`src/rtl/ctl_seq_pkg.sv`:
```
package ctl_seq_pkg;
  localparam int STATE_W = 2;
  localparam int NUM_ST  = 1 << STATE_W;
  localparam int NUM_OPS = 9;

  typedef enum logic [STATE_W-1:0] {
    ST_FETCH  = 2'd0,
    ST_DECODE = 2'd1,
    ST_EXEC   = 2'd2,
    ST_OPND   = 2'd3
  } phase_e;

  localparam int OP_LOD = 0;
  localparam int OP_STO = 1;
  localparam int OP_ADD = 2;
  localparam int OP_SUB = 3;
  localparam int OP_AND = 4;
  localparam int OP_OR  = 5;
  localparam int OP_NOT = 6;
  localparam int OP_SHR = 7;
  localparam int OP_HLT = 8;

  // opcodes that read an operand from memory
  localparam logic [NUM_OPS-1:0] OPND_MASK =
    (NUM_OPS'(1) << OP_LOD) | (NUM_OPS'(1) << OP_ADD) | (NUM_OPS'(1) << OP_SUB) |
    (NUM_OPS'(1) << OP_AND) | (NUM_OPS'(1) << OP_OR)  | (NUM_OPS'(1) << OP_NOT);
endpackage

```
`src/rtl/ctl_seq_state_dec.sv`:
```
module ctl_seq_state_dec #(
  parameter int STATE_W = 2,
  localparam int NUM_ST = 1 << STATE_W
) (
  input  logic [STATE_W-1:0] state_i,
  output logic [NUM_ST-1:0]  line_o
);
  for (genvar i = 0; i < NUM_ST; i++) begin : g_line
    assign line_o[i] = (state_i == STATE_W'(i));
  end
endmodule

```
`src/rtl/ctl_seq_next_enc.sv`:
```
module ctl_seq_next_enc #(
  parameter int STATE_W = 2,
  localparam int NUM_ST = 1 << STATE_W
) (
  input  logic [NUM_ST-1:0]  req_i,
  output logic [STATE_W-1:0] next_o
);
  // no priority: requests OR together; input 0 carries no bits
  always_comb begin
    next_o = '0;
    for (int i = 0; i < NUM_ST; i++) begin
      next_o = next_o | (req_i[i] ? STATE_W'(i) : '0);
    end
  end
endmodule

```
`src/rtl/ctl_seq_strobes.sv`:
```
module ctl_seq_strobes
  import ctl_seq_pkg::*;
(
  input  logic [NUM_ST-1:0]  line_i,
  input  logic [NUM_OPS-1:0] op_i,
  output logic               mar_ld_o,
  output logic               shift_sel_o
);
  logic opnd_op;

  assign opnd_op     = |(op_i & OPND_MASK);
  assign mar_ld_o    = line_i[ST_FETCH] | (line_i[ST_OPND] & opnd_op);
  assign shift_sel_o = line_i[ST_EXEC] & op_i[OP_SHR];
endmodule

```
`src/rtl/ctl_seq.sv`:
```
module ctl_seq
  import ctl_seq_pkg::*;
(
  input  logic               clk_i,
  input  logic               rst_ni,
  input  logic [NUM_OPS-1:0] op_i,
  input  logic               cond_i,
  output logic [NUM_ST-1:0]  step_o,
  output logic               mar_ld_o,
  output logic               shift_sel_o
);
  logic [STATE_W-1:0] state_q, state_d;
  logic [NUM_ST-1:0]  line, req;

  always_ff @(posedge clk_i or negedge rst_ni) begin
    if (!rst_ni) state_q <= '0;
    else         state_q <= state_d;
  end

  ctl_seq_state_dec #(.STATE_W(STATE_W)) u_dec (
    .state_i (state_q),
    .line_o  (line)
  );

  // fetch target left unwired: empty request loads 0
  assign req[ST_FETCH]  = 1'b0;
  assign req[ST_DECODE] = line[ST_FETCH];
  assign req[ST_EXEC]   = line[ST_DECODE];
  assign req[ST_OPND]   = line[ST_EXEC] & cond_i;

  ctl_seq_next_enc #(.STATE_W(STATE_W)) u_enc (
    .req_i  (req),
    .next_o (state_d)
  );

  ctl_seq_strobes u_strb (
    .line_i      (line),
    .op_i        (op_i),
    .mar_ld_o    (mar_ld_o),
    .shift_sel_o (shift_sel_o)
  );

  assign step_o = line;


  step_onehot_chk: assert property (@(posedge clk_i) disable iff (!rst_ni)
    $countones(step_o) == 1);

  fetch_adv_chk: assert property (@(posedge clk_i) disable iff (!rst_ni)
    step_o[ST_FETCH] |=> step_o[ST_DECODE]);

  decode_adv_chk: assert property (@(posedge clk_i) disable iff (!rst_ni)
    step_o[ST_DECODE] |=> step_o[ST_EXEC]);

  exec_take_chk: assert property (@(posedge clk_i) disable iff (!rst_ni)
    (step_o[ST_EXEC] && cond_i) |=> step_o[ST_OPND]);

  exec_skip_chk: assert property (@(posedge clk_i) disable iff (!rst_ni)
    (step_o[ST_EXEC] && !cond_i) |=> step_o[ST_FETCH]);

  opnd_ret_chk: assert property (@(posedge clk_i) disable iff (!rst_ni)
    step_o[ST_OPND] |=> step_o[ST_FETCH]);

  fetch_mar_chk: assert property (@(posedge clk_i) disable iff (!rst_ni)
    step_o[ST_FETCH] |-> mar_ld_o);

  mid_mar_chk: assert property (@(posedge clk_i) disable iff (!rst_ni)
    (step_o[ST_DECODE] || step_o[ST_EXEC]) |-> !mar_ld_o);

  shift_sel_chk: assert property (@(posedge clk_i) disable iff (!rst_ni)
    shift_sel_o |-> (step_o[ST_EXEC] && op_i[OP_SHR]));
endmodule

```
`config.mk`:
```
export PLATFORM = sky130hd
export DESIGN_NAME = ctl_seq
export DESIGN_NICKNAME = d
export VERILOG_FILES = /design/src/rtl/ctl_seq_pkg.sv /design/src/rtl/ctl_seq_state_dec.sv /design/src/rtl/ctl_seq_next_enc.sv /design/src/rtl/ctl_seq_strobes.sv /design/src/rtl/ctl_seq.sv
export SDC_FILE = /design/constraint.sdc
export NUM_CORES = 1
export LEC_CHECK = 0
export BUFFER_PORTS_ARGS = -buffer_cell sky130_fd_sc_hd__buf_2
export CORE_AREA = 2 2 39 41
export CTS_CLUSTER_SIZE = 8
export DETAILED_ROUTE_END_ITERATION = 8
export DIE_AREA = 0 0 41 43
export PLACE_DENSITY = 0.36
export SYNTH_ARGS = -nofsm -noshare
export SYNTH_HDL_FRONTEND = slang
export SYNTH_HIERARCHICAL = 1
export SYNTH_SLANG_ARGS = --single-unit
```
`constraint.sdc`:
```
create_clock -name clk_i -period 2.65 [get_ports clk_i]
set_clock_uncertainty 0.15 [all_clocks]
set_input_delay 0.265 -clock clk_i [delete_from_list [all_inputs] [get_ports clk_i]]
set_output_delay 0.265 -clock clk_i [all_outputs]
set_load 0.005 [all_outputs]
```
==> metrics.md <==
| Metric | Value |
|---|---|
| Status | finished clean |
| Layout cell share with drive strength beyond 1 | 63.64% |
| Post-layout min period | 1.588 ns |
| Max stage delay on crit path | 0.38 ns |
| Synth warn | 6 |
| IO Port Bufs | 15 |
| Total CTS buffers | 3 |
| Congestion Overflow GR | 0 |
| Wire length of the first global-routing pass | 683 microns |
| Comb pwr share | 50.0% |
| Fmax | 0.6296 GHz |
| Hpwl dp | 355 microns |
| Fill count | 153 |
| # resized after CTS | 0 |
| Initial antenna violation count | 0 |
| Critical path class | flop to output port |
| Hold/Removal Path Class | input pin to flop |
| Core region area | 1384 sq um |
| Hold WS | 0.2001 ns |
| Overall Global Routing Usage | 6.942% |
| I/O pin count | 18 |
| Standard-cell rows | 14 |
| Hold Crit Start | cond_i |
| Via count | 162 |
| Largest net degree at the start of global routing | 5 |
| Reg with most FFs | state_q |
| Clk root buf | clkbuf_4 |
| Die Span Y | 43 microns |
| Rel. slew slack | 84.20% |
| Cell Area, Placed | 222.7 sq um |
| Syn Inst Count | 14 |
| Die width | 41 microns |
| Buffer and inverter count on the worst path | 1 |
| Worst path cell trace | nor2_1, nor3_1, a21oi_1, buf_2 |
| Area Overhead vs Synth | 100.0% |
| Int Pwr | 0.1649 mW |
| Avg WL per Cell | 8.469 microns |
| Critical Path Source Type | flop |
| Synth Area per Inst | 9.116 sq um |
| Number of global-route vias before repair | 173 |
| DR pass1 iterations | 2 |
| Max-cap violations | 0 |
| Syn nets | 26 |
| Power Total | 0.2502 mW |
| Worst VDD drop | 0.0002796 V |
| Via/cell ratio | 3.306 |
| Reg clk slew, reported paths | 0.03 ns |
| Placement Setup Slack | 1.308 ns |
| Endpoints failing setup | 0 |
| CP startpoint | state_q[1]$_DFF_PN0_ |
| Arrival @ worst endpoint | 1.17 ns |
| Multi-input gate area | 77.57 sq um |
| Seq pwr share | 23.0% |
| CP top delay family | flip-flops |
| Clock group share of total power | 27.0% |
| Slowest cell on the critical path | dfrtp_1 |
| Pins Over Slew Limit | 0 |
| # DRC | 0 |
| CTS H-tree lvls | 1 |
| Final Core Density | 18.44% |
| Final number of hold-violating endpoints | 0 |
| Ant diodes | 0 |
| GPL Wtd Cong | 0.6577 |
| CP endpoint | mar_ld_o |
| Nets | 47 |
| RSZ-0062 raised after global routing | false |
| Setup ws final | 1.062 ns |
| Design Area, Final | 255.2 sq um |
| Storage cell area | 50.05 sq um |
| CTS tree | built |
| Worst Tran Pin Value | 0.2361 ns |
| Final ANT Viol Nets | 0 |
| Worst r2r path cells | 3 |
| CP Depth | 4 |
| CTS max path bufs | 2 |
| Net Sw Frac | 34.12% |
| Critical Path RT | 2.24 ns |
| Worst R2R Start | state_q[1]$_DFF_PN0_ |
| Sw Pwr | 0.08538 mW |
| Skew-Pair Late Insertion Delay | 0.22 ns |
| R2r endpoint | state_q[1]$_DFF_PN0_ |
| Max reg flops | 2 |
| DRT iter0 DRCs | 4 |
| Fin cells | 49 |
| Crit. End Element | output port |
| Crit-path max FO | 4 |
| Final WL | 415 microns |
| Sum of negative setup slack | 0 ns |
| Leakage | 0.1374 nW |
| Top Registers | state_q (2) |
| Pwr/cell area | 980.4 nW/um^2 |
| Area of the die | 1763 sq um |
| Initial Util | 9.222% |
| Placed Instances | 45 |
| Period utilisation layout | 59.94% |
| Cell Area, Synth | 127.6 sq um |
| Setup slack, reg-to-reg | 1.47 ns |
| Total clock sinks | 2 |
## per-layer routing
| metal | vias to the layer above | global-route usage [%] | part of all wire [%] |
|---|---|---|---|
| met5 | - | 0 | 0 |
| met4 | 0 | 8.000 | 0 |
| met3 | 0 | 6.283 | 21 |
| met2 | 16 | 6.875 | 31 |
| met1 | 60 | 7.443 | 48 |
| li1 | 86 | - | - |
## cell type report
cell class | count | share of cell area [%]
Tap cell | 16 | 7.843
Multi-Input combinational cell | 12 | 30.39
Clock buffer | 3 | 8.824
Timing Repair Buffer | 16 | 33.33
Sequential cell | 2 | 19.61
## cells in the final DEF (no fill, tap or decap)
master,n
buf_2,15
clkbuf_4,3
and2_1,2
dfrtp_1,2
nor2_1,2
or2_1,2
dlygate4sd3_1,1
nor2b_1,1
and2_2,1
and2b_2,1
nor4_2,1
nor3_1,1
a21oi_1,1
## worst register-to-register path, delay by kind of cell (launching register included)
family        cells  cell delay [ns]
flops             1             0.38
simple gates      3             0.54
## worst min path at each step
| stage | endpoint | slack, ns | depth (start not counted) |
|---|---|---|---|
| after floorplan | state_q[0]$_DFF_PN0_ | -0.18 | 0 |
| after global placement | state_q[0]$_DFF_PN0_ | -0.1 | 1 |
| after detailed placement | state_q[0]$_DFF_PN0_ | -0.1 | 1 |
| after CTS | state_q[0]$_DFF_PN0_ | 0.19 | 3 |
| after global routing | state_q[0]$_DFF_PN0_ | 0.20 | 2 |
| final | state_q[0]$_DFF_PN0_ | 0.20 | 3 |
## timing repair
action | in CTS | in global routing
setup buffers | 0 | 0
endpoints found under the hold margin | 2 | 0
setup endpoints to repair | 0 | 0
hold buffers | 1 | 0
## power groups by stage
stage	clock (mW)	sequential (mW)	combinational, mW
5_1_grt	0.0811	0.0606	0.141
3_3_place_gp	0	0.0584	0.127
3_5_place_dp	0	0.0578	0.124
4_1_cts	0.0747	0.0576	0.126
6_report	0.0675	0.0577	0.125
2_1_floorplan	0	0.0556	0.0672
(Power assumes the default switching activity.)
